File: config.mk
export PLATFORM = sky130hd
export DESIGN_NAME = irq_accept_unit
export DESIGN_NICKNAME = d
export VERILOG_FILES = /design/src/rtl/irq_accept_pkg.sv /design/src/rtl/irq_req_bank.sv /design/src/rtl/irq_arbiter.sv /design/src/rtl/irq_vec_addr.sv /design/src/rtl/irq_accept_unit.sv
export SDC_FILE = /design/constraint.sdc
export NUM_CORES = 1
export LEC_CHECK = 0
export ABC_AREA = 0
export BUFFER_PORTS_ARGS = -buffer_cell sky130_fd_sc_hd__buf_2
export CAP_MARGIN = 20
export CORE_MARGIN = 8
export CORE_UTILIZATION = 50
export CTS_CLUSTER_SIZE = 14
export DETAILED_ROUTE_END_ITERATION = 10
export MAX_ROUTING_LAYER = met4
export PLACE_DENSITY_LB_ADDON = 0.2
export SYNTH_ARGS = -nofsm -noshare
export SYNTH_HDL_FRONTEND = slang
export SYNTH_SLANG_ARGS = --single-unit
File: constraint.sdc
create_clock -name clk -period 13.6 [get_ports clk]
set_clock_uncertainty 0.1 [all_clocks]
set_input_delay 2.04 -clock clk [delete_from_list [all_inputs] [get_ports clk]]
set_output_delay 2.04 -clock clk [all_outputs]
set_load 0.01 [all_outputs]
File: src/rtl/irq_accept_pkg.sv
// Package: shared types and constants for the interrupt acceptance unit.
// Assumes 3-bit priority levels and 6-bit vector numbers throughout.
package irq_accept_pkg;
    typedef logic [2:0] lvl_t;
    typedef logic [5:0] vec_t;
    localparam int unsigned SWI_FIRST = 58;
    localparam int unsigned SWI_COUNT = 6;
    localparam lvl_t        LVL_MAX   = 3'd7;
endpackage

File: src/rtl/irq_req_bank.sv
// Request bank: per-source edge detector, request bit and level field.
// Assumes clear and acknowledge masks are single-cycle; a new edge wins.
module irq_req_bank
    import irq_accept_pkg::*;
#(
    parameter int unsigned N_SRC = 8,
    localparam int unsigned IDX_W = (N_SRC > 1) ? $clog2(N_SRC) : 1
) (
    input  logic                  clk,
    input  logic                  rst_n,
    input  logic [N_SRC-1:0]      src_i,
    input  logic [N_SRC-1:0]      clr_i,
    input  logic                  lvl_we_i,
    input  logic [IDX_W-1:0]      lvl_idx_i,
    input  lvl_t                  lvl_wdata_i,
    output logic [N_SRC-1:0]      pend_o,
    output lvl_t [N_SRC-1:0]      lvl_o
);
    logic [N_SRC-1:0] src_q;

    // Remember last source line values for edge detection.
    always_ff @(posedge clk) begin
        if (!rst_n) src_q <= '0;
        else        src_q <= src_i;
    end

    for (genvar g = 0; g < N_SRC; g++) begin : g_src
        // Request bit: set on rising edge, cleared by ack or software.
        always_ff @(posedge clk) begin
            if (!rst_n)                     pend_o[g] <= 1'b0;
            else if (src_i[g] && !src_q[g]) pend_o[g] <= 1'b1;
            else if (clr_i[g])              pend_o[g] <= 1'b0;
        end

        // Level field: written only when this source is addressed.
        always_ff @(posedge clk) begin
            if (!rst_n)
                lvl_o[g] <= '0;
            else if (lvl_we_i && (lvl_idx_i == IDX_W'(g)))
                lvl_o[g] <= lvl_wdata_i;
        end
    end
endmodule

File: src/rtl/irq_arbiter.sv
// Arbiter: filters requests by enable flag and level, picks the winner.
// Assumes vector numbers in VEC_TABLE are below the software range.
module irq_arbiter
    import irq_accept_pkg::*;
#(
    parameter int unsigned N_SRC     = 8,
    parameter int unsigned VEC_W     = 6,
    parameter logic [N_SRC*VEC_W-1:0] VEC_TABLE = '0,
    localparam int unsigned IDX_W = (N_SRC > 1) ? $clog2(N_SRC) : 1
) (
    input  logic [N_SRC-1:0]  pend_i,
    input  lvl_t [N_SRC-1:0]  lvl_i,
    input  logic              ien_i,
    input  lvl_t              ipl_i,
    output logic              win_vld_o,
    output logic [IDX_W-1:0]  win_idx_o,
    output lvl_t              win_lvl_o,
    output logic [VEC_W-1:0]  win_vec_o
);
    logic [N_SRC-1:0] elig;

    // Qualify each source against enable flag and processor level.
    always_comb begin
        for (int i = 0; i < N_SRC; i++)
            elig[i] = pend_i[i] && ien_i && (lvl_i[i] > ipl_i);
    end

    // Highest level wins; equal levels go to the lower vector number.
    always_comb begin
        win_vld_o = 1'b0;
        win_idx_o = '0;
        win_lvl_o = '0;
        win_vec_o = '1;
        for (int i = 0; i < N_SRC; i++) begin
            if (elig[i] && (!win_vld_o || (lvl_i[i] > win_lvl_o) ||
                ((lvl_i[i] == win_lvl_o) &&
                 (VEC_TABLE[i*VEC_W +: VEC_W] < win_vec_o)))) begin
                win_vld_o = 1'b1;
                win_idx_o = IDX_W'(i);
                win_lvl_o = lvl_i[i];
                win_vec_o = VEC_TABLE[i*VEC_W +: VEC_W];
            end
        end
    end
endmodule

File: src/rtl/irq_vec_addr.sv
// Vector address: table base plus four bytes per vector number.
// Assumes wrap-around at the address width, no carry out.
module irq_vec_addr #(
    parameter int unsigned VEC_W  = 6,
    parameter int unsigned ADDR_W = 32
) (
    input  logic [ADDR_W-1:0] base_i,
    input  logic [VEC_W-1:0]  vec_i,
    output logic [ADDR_W-1:0] addr_o
);
    localparam int unsigned PAD_W = ADDR_W - VEC_W - 2;

    // Scale the vector number to a byte offset and add it to the base.
    always_comb addr_o = base_i + {{PAD_W{1'b0}}, vec_i, 2'b00};
endmodule

File: src/rtl/irq_accept_unit.sv
// Top: holds enable flag and processor level, registers the acknowledge.
// Assumes swi_req_i is held until ack_o shows the software vector.
module irq_accept_unit
    import irq_accept_pkg::*;
#(
    parameter int unsigned N_SRC  = 8,
    parameter int unsigned VEC_W  = 6,
    parameter int unsigned ADDR_W = 32,
    parameter logic [N_SRC*VEC_W-1:0] VEC_TABLE =
        {6'd57, 6'd56, 6'd55, 6'd54, 6'd53, 6'd52, 6'd51, 6'd50},
    localparam int unsigned IDX_W = (N_SRC > 1) ? $clog2(N_SRC) : 1
) (
    input  logic              clk,
    input  logic              rst_n,
    input  logic [N_SRC-1:0]  src_i,
    input  logic [N_SRC-1:0]  pend_clr_i,
    input  logic              lvl_we_i,
    input  logic [IDX_W-1:0]  lvl_idx_i,
    input  logic [2:0]        lvl_wdata_i,
    input  logic              ien_we_i,
    input  logic              ien_wdata_i,
    input  logic              ipl_we_i,
    input  logic [2:0]        ipl_wdata_i,
    input  logic [ADDR_W-1:0] tbase_i,
    input  logic              swi_req_i,
    input  logic [2:0]        swi_sel_i,
    output logic              ack_o,
    output logic [VEC_W-1:0]  vec_o,
    output logic [ADDR_W-1:0] vaddr_o,
    output logic              ien_o,
    output logic [2:0]        ipl_o,
    output logic [N_SRC-1:0]  pend_o
);
    lvl_t [N_SRC-1:0] lvl;
    logic             win_vld;
    logic [IDX_W-1:0] win_idx;
    lvl_t             win_lvl;
    logic [VEC_W-1:0] win_vec;
    logic             take_swi, take_irq;
    logic [VEC_W-1:0] sel_vec;
    logic [ADDR_W-1:0] sel_addr;
    logic [N_SRC-1:0] ack_clr;

    irq_req_bank #(.N_SRC(N_SRC)) bank_i (
        .clk(clk), .rst_n(rst_n), .src_i(src_i), .clr_i(pend_clr_i | ack_clr),
        .lvl_we_i(lvl_we_i), .lvl_idx_i(lvl_idx_i), .lvl_wdata_i(lvl_wdata_i),
        .pend_o(pend_o), .lvl_o(lvl)
    );

    irq_arbiter #(.N_SRC(N_SRC), .VEC_W(VEC_W), .VEC_TABLE(VEC_TABLE)) arb_i (
        .pend_i(pend_o), .lvl_i(lvl), .ien_i(ien_o), .ipl_i(ipl_o),
        .win_vld_o(win_vld), .win_idx_o(win_idx), .win_lvl_o(win_lvl),
        .win_vec_o(win_vec)
    );

    irq_vec_addr #(.VEC_W(VEC_W), .ADDR_W(ADDR_W)) addr_i (
        .base_i(tbase_i), .vec_i(sel_vec), .addr_o(sel_addr)
    );

    // Decide what is taken this cycle; nothing right after an acknowledge.
    always_comb begin
        take_swi = swi_req_i && (swi_sel_i < 3'(SWI_COUNT)) && !ack_o;
        take_irq = !take_swi && win_vld && !ack_o;
        sel_vec  = take_swi ? VEC_W'(SWI_FIRST + swi_sel_i) : win_vec;
        ack_clr  = '0;
        if (take_irq) ack_clr[win_idx] = 1'b1;
    end

    // Acknowledge strobe with its vector and fetch address.
    always_ff @(posedge clk) begin
        if (!rst_n) begin
            ack_o   <= 1'b0;
            vec_o   <= '0;
            vaddr_o <= '0;
        end else begin
            ack_o <= take_swi || take_irq;
            if (take_swi || take_irq) begin
                vec_o   <= sel_vec;
                vaddr_o <= sel_addr;
            end
        end
    end

    // Processor level: loaded on maskable accept, else by software write.
    always_ff @(posedge clk) begin
        if (!rst_n)        ipl_o <= '0;
        else if (take_irq) ipl_o <= win_lvl;
        else if (ipl_we_i) ipl_o <= ipl_wdata_i;
    end

    // Enable flag: changed only by its own write strobe.
    always_ff @(posedge clk) begin
        if (!rst_n)        ien_o <= 1'b0;
        else if (ien_we_i) ien_o <= ien_wdata_i;
    end
endmodule

[Word level (Yosys, flattened, before mapping)]
Index checks and enable logic that the tools add are counted.
Word-level totals
  register bits after elaboration: 83
  word-level logic and storage cells: 210
Cells by class
  add/sub/neg operators: 2
  magnitude comparators: 25
  eq/ne operators: 14
  muxes and demuxes: 53
  bitwise operators: 1
  reduce and logical (&&, ||, !) cells: 93
Operators with widths (number)
  logical AND 1 bit: 51
  > comparator 3 bit: 15
  less-than comparator 6 bit (first input constant): 7
  two-way mux 3 bit: 14
  adder 32 x 8 -> 32 bit: 1
  two-way mux 4 bit: 8
  two-way mux 1 bit: 26
  equality test 3 bit: 7
  nonzero test 2 bit: 9
  logical NOT 1 bit: 17
  logical OR 1 bit: 15
  equality test 3 bit (second input constant): 4
  two-way mux 8 bit: 1
  bitwise OR 8 bit: 1
  adder 6 x 3 -> 6 bit (first input constant): 1
  equality test 3 x 2 -> 1 bit (second input constant): 2
  two-way mux 6 bit: 1
  less-than comparator 3 x 4 -> 1 bit (second input constant): 1
  two-way mux 2 bit: 2
  demux 1 bit (select 3 bit): 1
  equality test 3 x 1 -> 1 bit (second input constant): 1
  >= comparator 3 x 1 -> 1 bit (second input constant): 1
  logical NOT 3 bit: 1
  less-than comparator 3 bit (second input constant): 1

[Logic depth before layout (Yosys ltp)]
Gate-level depths: netlist of the first run.
  word-level depth: 46
  mapped depth: 73
  depth with buffers taken out: 71

[Cells and area by module]
A second synthesis of the first run with hierarchy kept.
Unflattened totals
  cells, all modules: 669
  area total of the unflattened synthesis: 5790.6 µm²
By module, submodules not included
  irq_accept_unit: times used 1, cells each 216, area an instance 1948.1 µm²
  irq_arbiter: times used 1, cells each 215, area an instance 1596.5 µm²
  irq_req_bank: times used 1, cells each 136, area an instance 1478.9 µm²
  irq_vec_addr: times used 1, cells each 102, area an instance 767.0 µm²

[Least setup slack after synthesis of the first run]
Ideal clock, no wire load.
  kind: register to register
  start: reg ipl_o[2]
  end: reg vaddr_o[27]
  library setup time: 144 ps
  arrival time: 11796 ps
  required time: 13356 ps
  path slack: 1560 ps
  stages on the path, launching flop included: 66
  buffers on the path: 1
  cell sequence: dfxtp_1 -> inv_1 -> ha_1 -> nor2_1 -> a31oi_1 -> nand3_1 -> ha_1 -> a211o_1 -> a211oi_1 -> nor3b_1 -> nor2_1 -> ha_1 -> nor2b_1 -> o21ai_0 -> a32oi_1 -> o21a_1 -> o32ai_1 -> ha_1 -> (+30 left out) -> ha_1 -> inv_1 -> a21o_1 -> a21oi_1 -> a311oi_1 -> a21o_1 -> nor2_1 -> a31oi_1 -> inv_1 -> ha_1 -> a21o_1 -> a21o_1 -> a2111oi_0 -> nor2_1 -> and3_1 -> nand4_1 -> xor2_1 -> a211oi_2
Between the ends
  elaborated cells on any way between the ends: 100
RTL lines
  start, declared: RTL line irq_accept_unit.sv:31  | output logic [2:0] ipl_o,
  start signal, assigned: RTL line irq_accept_unit.sv:87  | else if (take_irq) ipl_o <= win_lvl;
  start signal, assigned: RTL line irq_accept_unit.sv:88  | else if (ipl_we_i) ipl_o <= ipl_wdata_i;
  > comparator 3 bit: RTL line irq_arbiter.sv:25  | elig[i] = pend_i[i] && ien_i && (lvl_i[i] > ipl_i);
  logical AND 1 bit: RTL line irq_arbiter.sv:25
  two-way mux 4 bit, or another cell as far along: RTL line irq_arbiter.sv:35  | if (elig[i] && (!win_vld_o || (lvl_i[i] > win_lvl_o) ||
  less-than comparator 6 bit, or another cell as far along: RTL line irq_arbiter.sv:37  | (VEC_TABLE[i*VEC_W +: VEC_W] < win_vec_o)))) begin
  logical AND 1 bit or logical OR 1 bit (tied branches): RTL line irq_arbiter.sv:36, irq_arbiter.sv:35
  logical OR 1 bit: RTL line irq_arbiter.sv:35
  logical AND 1 bit: RTL line irq_arbiter.sv:35
  two-way mux 4 bit, or another cell as far along: RTL line irq_arbiter.sv:35
  (+25 left out)
  less-than comparator 6 bit, or another cell as far along: RTL line irq_arbiter.sv:37
  logical AND 1 bit or logical OR 1 bit (tied branches): RTL line irq_arbiter.sv:36, irq_arbiter.sv:35
  logical OR 1 bit: RTL line irq_arbiter.sv:35
  logical AND 1 bit: RTL line irq_arbiter.sv:35
  two-way mux 4 bit (*): RTL line irq_arbiter.sv:35
  two-way mux 6 bit (*): RTL line irq_accept_unit.sv:64  | sel_vec = take_swi ? VEC_W'(SWI_FIRST + swi_sel_i) : win_vec;
  net addr_i.vec_i[1]: RTL line irq_vec_addr.sv:8  | input logic [VEC_W-1:0] vec_i,
  adder 32 x 8 -> 32 bit (*): RTL line irq_vec_addr.sv:14  | always_comb addr_o = base_i + {{PAD_W{1'b0}}, vec_i, 2'b00};
  end signal, assigned: RTL line irq_accept_unit.sv:79  | vaddr_o <= sel_addr;
  end, declared: RTL line irq_accept_unit.sv:29  | output logic [ADDR_W-1:0] vaddr_o,
Mark *: on every way through the listed nets, which the timed path passes. The rest lies on a longest branch.
A chain may end at the register's enable or synchronous reset.

[Worst setup path in the final report of the first run]
  start: reg ipl_o[1]
  end: reg vaddr_o[25]
The elaborated chain is that of the path after synthesis.

==> results.yml, run 1 <==
status:
  status: "finished, final reports clean"
cells_and_area:
  design_area_sq_mm: 0.006444
  area_growth_pct: 21.41
  fillers: 890
  register_area_sq_mm: 0.001642
  layout_commonest_cell: "buf_2"
  final_core_util_pct: 62.42
  layout_common_cells: "117 x buf_2, 83 x nor2_1, 82 x dfxtp_1, 51 x ha_1, 36 x nand2_1"
  antenna_cells: 0
  nets: 848
  drive_above_1_share_pct: 26.84
  multi_input_area_sq_mm: 0.003600
  stdcell_count: 870
floorplanning:
  core_area_sq_mm: 0.01032
  ioPinCount: 118
  design.die.area_sq_mm: 0.01417
  rows: 37
  die_h_microns: 119.0
  start_util_pct: 51.41
  fp.dieW_microns: 119.0
place:
  place_ws_ns: -0.04106
  io_buffers: 117
  placed_area_sq_mm: 0.006025
  gp_routability_congestion: 0.9236
  dpl.hpwl_mm: 12.07
  dp.cells: 849
timing:
  timing.fmax_mhz: 77.83
  min_period_over_period_pct: 94.48
  finalHoldViolCount: 0
  slew_violations: 0
  fin_crit_ns: 12.85
  relSlewSlack_pct: 49.34
  worstMarginPinSlew_ns: 0.7599
  setup_viol: 0
  hold_slack_ns: 0.3166
  fin_tns_setup_ns: 0
  rsz0062_at_grt: "false"
  layout_setup_ws_ns: 0.7508
global_route:
  overflow: 0
  antenna_found_initial: 0
  grt_pass1_wl_mm: 24.85
  grt_usage_pct: 22.07
  grt_pass1_vias: 5061
  grt_max_degree: 69
clock_tree:
  numCtsBuffers: 9
  hold_buffers: 0
  cts.sinks: 82
  clk_pin_slew_ns: 0.09
  clk_path_buf_depth: 2
  cts_tree: "yes"
  clock_latency_ns: 0.36
  htreeDepth: 3
  cts_root_buf: "clkbuf_8"
worst_setup_path:
  setup.worst_path.end_class: "flop"
  slowest_delay_ns: 0.41
  r2r-end: "vaddr_o[25]$_SDFFE_PN0P_"
  reg2reg_depth: 64
  crit_end: "vaddr_o[25]$_SDFFE_PN0P_"
  worstPathRequired_ns: 13.72
  critPathSlowestCell: "a2111oi_2"
  critPathLaunchType: "flop"
  worstPathArrival_ns: 12.97
  crit_fanout: 10
  crit_top_cell: "ha_1"
  critPathLaunch: "ipl_o[1]$_SDFFE_PN0P_"
  rr_startpoint: "ipl_o[1]$_SDFFE_PN0P_"
  r2r_setup_slack_ns: 0.75
  crit_type: "flop to flop"
routing:
  vias: 4890
  ant_nets: 0
  wire_per_inst_microns: 17.69
  drt-vias-per-instance: 5.621
  drc: 0
  firstDrtPassIters: 4
  drt-initial-drc-count: 312
  routed_wl_mm: 15.39
pwr:
  leakage_nw: 2.827
  max-vdd-ir-drop_uv: 59.35
  p_per_area_mw_per_mm2: 99.28
  pwr-share-comb_pct: 23.5
  p_sw_mw: 0.1940
  fin_total_pwr_mw: 0.6398
  p_int_mw: 0.4458
  clkPwrFrac_pct: 34.0
  p_seq_share_pct: 42.4
  p_sw_share_pct: 30.32
logic_synthesis:
  synth_edf_count: 0
  syn_inst: 611
  ys_warn_count: 0
  synthDistinctLibCells: 68
  synth_area_per_cell_sq_um: 8.687
  synthFlopType: "dfxtp_1"
  syn-num-nets: 730
  yosysSeqAreaShare_pct: 30.93
  synthArstFlopShare_pct: 0
  synthesis.area_sq_mm: 0.005308
  ys_ff_latch: 82
flow_run:
  maxCapViolations: 0
worst_hold_path:
  hp-class: "flop to flop"
-- synth_stat cells, drive strengths merged, types with 8 or more instances --
library cell / instances / share of area, %
a21oi: 20 / 1.9
nand4: 8 / 0.94
nor3: 8 / 0.75
and2: 10 / 1.2
clkbuf: 12 / 0.85
dfxtp: 82 / 31
o21a: 9 / 1.3
ha: 51 / 12
nor2: 85 / 6.1
mux2i: 35 / 6.6
a211oi: 22 / 4.8
inv: 29 / 2.1
nand2b: 10 / 1.2
nand2: 37 / 2.6
buf: 11 / 1.2
nor2b: 16 / 1.9
nand3: 20 / 1.9
xor2: 21 / 3.5
o21ai: 26 / 2.5
a31oi: 8 / 0.94
-- worst max-delay path, delay by kind of cell (launching register included) --
kind / cells / cell delay [ns]
AOI/OAI and AO/OA: 33 / 6.73
and+or+nand+nor: 17 / 2.55
adders and majority gates: 9 / 2.51
DFF: 1 / 0.36
buffers and inverters: 4 / 0.25
xor gates and xnor gates: 1 / 0.20
-- final cells by class --
type	instances	share of cell area (%)
multi-input combinational	477	55.86
sequential	82	25.48
timing repair buffer	130	10.60
tap	136	2.641
clock buffer	10	1.981
clock inverter	6	1.748
inverter	29	1.689
-- sequential cells by signal, summed over array words and instances (netlist names) --
signal,count
vaddr_o,32
bank_i.lvl_o,24
bank_i.pend_o,8
bank_i.src_q,8
vec_o,5
ipl_o,3
ack_o,1
ien_o,1
-- routing by layer --
layer | track usage, % | up-vias | routed length [microns] | share of wire (%)
met5 | - | - | 0 | 0
met4 | 8.696 | 0 | 473 | 3.1
met3 | 5.527 | 32 | 758 | 4.9
met2 | 35.90 | 127 | 7268 | 47
met1 | 25.63 | 2263 | 6885 | 45
li1 | - | 2468 | - | -
-- power by group through the flow --
stage / Combinational (mW) / Clock, mW / Sequential [mW]
finish: 0.151 / 0.218 / 0.272
global route: 0.167 / 0.231 / 0.274
CTS: 0.147 / 0.221 / 0.271
detailed placement: 0.146 / 0 / 0.277
global placement: 0.142 / 0 / 0.276
floorplan: 0.0876 / 0 / 0.283
-- cells by family after synthesis --
group / Yosys count / share of synthesized area [%]
buf+inv: 52 / 4.125
mux: 35 / 6.601
xor+xnor: 26 / 4.290
fa+ha+maj: 52 / 12.40
compound gates: 136 / 20.11
simple gates: 227 / 21.48
other cells: 1 / 0.07065
flops: 82 / 30.93
-- how the worst min path moves through the flow --
stage,start,end,cells after the start,slack (ns)
after global placement,bank_i.src_q[0]$_SDFF_PN0_,bank_i.pend_o[0]$_SDFFE_PN0P_,1,0.29
after detailed placement,bank_i.src_q[2]$_SDFF_PN0_,bank_i.pend_o[2]$_SDFFE_PN0P_,1,0.31
final,bank_i.src_q[2]$_SDFF_PN0_,bank_i.pend_o[2]$_SDFFE_PN0P_,1,0.32
after global routing,bank_i.src_q[0]$_SDFF_PN0_,bank_i.pend_o[0]$_SDFFE_PN0P_,1,0.33
after CTS,bank_i.src_q[2]$_SDFF_PN0_,bank_i.pend_o[2]$_SDFFE_PN0P_,1,0.32
after floorplan,bank_i.src_q[1]$_SDFF_PN0_,bank_i.pend_o[1]$_SDFFE_PN0P_,1,0.29
-- timing repair --
| item | CTS | global route |
|---|---|---|
| gates cloned | 0 | 0 |
| endpoints found under the hold margin | 0 | 0 |
| buffers inserted | 0 | 5 |
| setup endpoints to repair | 4 | 27 |
| gates resized for setup | 1 | 33 |
| pin swaps | 0 | 3 |
(Power assumes the default switching activity.)
==> run 2, diff against run 1 <==
- CORE_UTILIZATION: 50 -> 55
==> run 2 against run 1 <==
Effect of this change: core utilization is 4.1 points higher; worst setup slack worse by 0.11 ns; global-route usage is 1.6 points higher; non-clock buffer count is 4 lower; sequential power hardly changed; register-to-register slack worse by 0.11 ns; flip-flop and latch count stayed put; largest cell class unchanged.
==> results.yml, run 2 (same netlist as run 1, synthesis figures left out) <==
status:
  status: "finished, final reports clean"
timing:
  fin_crit_ns: 12.96
  timing.fmax_mhz: 77.16
  layout_setup_ws_ns: 0.6404
  slew_violations: 0
  worstMarginPinSlew_ns: 0.7779
  relSlewSlack_pct: 47.48
  min_period_over_period_pct: 95.29
  setup_viol: 0
  finalHoldViolCount: 0
clock_tree:
  cts_tree: "yes"
  clock_latency_ns: 0.37
  cts_root_buf: "clkbuf_8"
  numCtsBuffers: 9
  htreeDepth: 3
  hold_buffers: 0
  clk_pin_slew_ns: 0.09
  clk_path_buf_depth: 2
  cts.sinks: 82
worst_setup_path:
  critPathLaunchType: "flop"
  worstSetupPathDepth: 64
  setup.worst_path.end_class: "flop"
  slowest_delay_ns: 0.41
  crit_fanout: 10
  critPathTopFamily: "compound AO/OA/AOI/OAI gates"
  reg2reg_depth: 64
  crit_top_cell: "ha_1"
  crit_type: "flop to flop"
  path_buf_inv: 4
  critPathSlowestCell: "a2111oi_2"
  worstPathArrival_ns: 13.09
  worstPathRequired_ns: 13.73
place:
  place_ws_ns: 0.04623
  dpl.hpwl_mm: 11.56
  io_buffers: 117
  gp_routability_congestion: 0.9099
routing:
  routed_wl_mm: 14.93
  drc: 0
  vias: 4971
  ant_nets: 0
  drt-initial-drc-count: 240
  firstDrtPassIters: 4
  wire_per_inst_microns: 17.34
  drt-vias-per-instance: 5.774
pwr:
  p_seq_share_pct: 44.3
  p_sw_mw: 0.1910
  pwr-share-comb_pct: 24.3
  clkPwrFrac_pct: 31.5
  leakage_nw: 2.771
  p_per_area_mw_per_mm2: 96.86
  p_int_mw: 0.4240
  max-vdd-ir-drop_uv: 63.57
  p_sw_share_pct: 31.06
cells_and_area:
  final_core_util_pct: 66.50
  antenna_cells: 0
  layout_commonest_cell: "buf_2"
  layout_common_cells: "117 x buf_2, 84 x nor2_1, 82 x dfxtp_1, 51 x ha_1, 36 x nand2_1"
  drive_above_1_share_pct: 25.82
  top_regs: "vaddr_o: 32 flops, bank_i.lvl_o: 24 flops"
  largest_register: "vaddr_o"
  area_growth_pct: 19.64
  nets: 844
  largest_register_ffs: 32
worst_hold_path:
  holdPathStages: 1
  hp-class: "flop to flop"
floorplanning:
  core_area_sq_mm: 0.009549
  rows: 36
  design.die.area_sq_mm: 0.01305
  die_h_microns: 114.2
  ioPinCount: 118
  start_util_pct: 55.58
  fp.dieW_microns: 114.2
global_route:
  grt_max_degree: 69
  grt_usage_pct: 23.71
  grt_pass1_wl_mm: 24.14
  grt_pass1_vias: 5051
  antenna_found_initial: 0
  overflow: 0
flow_run:
  maxCapViolations: 0
==> run 2: cell types whose count changed in the layout (fill, tap and decap cells not counted), sizes merged <==
cell      before  now
buf          130  126
bufinv         3    2
clkbuf        10    9
clkinv         1    2
clkinvlp       0    1
inv           31   29
==> run 2: final cells by class <==
type                       count  area [sq um]
sequential                    82          1642
fill                         832          3199
timing repair buffer         126         653.1
tap                          133         166.4
clock buffer                   9         123.9
clock inverter                 5         81.33
inverter                      29         108.9
multi-input combinational    477          3575
==> run 2: stage by stage <==
stage                     std cells  setup TNS, ns  total power [mW]  hold WS (ns)  instance area (sq um)
after floorplan                 611              0            0.3703        0.2908                   5308
after global placement          845              0            0.4162        0.2950                   6013
after detailed placement        845              0            0.4211        0.3015                   6013
after CTS                       859              0            0.6136        0.3063                   6223
after global routing            861        -0.9964            0.6464        0.3196                   6350
final                           861              0            0.6151        0.3057                   6350
==> run 2: per-layer routing <==
layer,track usage (%),wire length (microns),vias to the layer above
met2,38.80,7008,157
met5,-,0,-
met3,5.696,959,32
met1,27.18,6533,2340
li1,-,-,2442
met4,10.29,430,0
==> run 2: worst paths after layout <==
path / slack [ns] / startpoint / endpoint
worst min register to register: 0.31 / bank_i.src_q[1]$_SDFF_PN0_ / bank_i.pend_o[1]$_SDFFE_PN0P_
worst min-delay path: 0.31 / bank_i.src_q[1]$_SDFF_PN0_ / bank_i.pend_o[1]$_SDFFE_PN0P_
worst max register to register: 0.64 / ipl_o[1]$_SDFFE_PN0P_ / vaddr_o[21]$_SDFFE_PN0P_
worst max-delay path: 0.64 / ipl_o[1]$_SDFFE_PN0P_ / vaddr_o[21]$_SDFFE_PN0P_
==> run 2: repair_timing <==
action | in CTS | in global routing
buffers inserted | 0 | 2
pin swaps | 0 | 3
endpoints found under the setup margin | 2 | 25
resized for setup | 1 | 26
==> run 2: power groups by stage <==
stage	logic (mW)	clock network [mW]	registers, mW
2_1_floorplan	0.0876	0	0.283
3_3_place_gp	0.140	0	0.277
3_5_place_dp	0.144	0	0.277
4_1_cts	0.145	0.197	0.272
5_1_grt	0.166	0.206	0.274
6_report	0.149	0.193	0.272
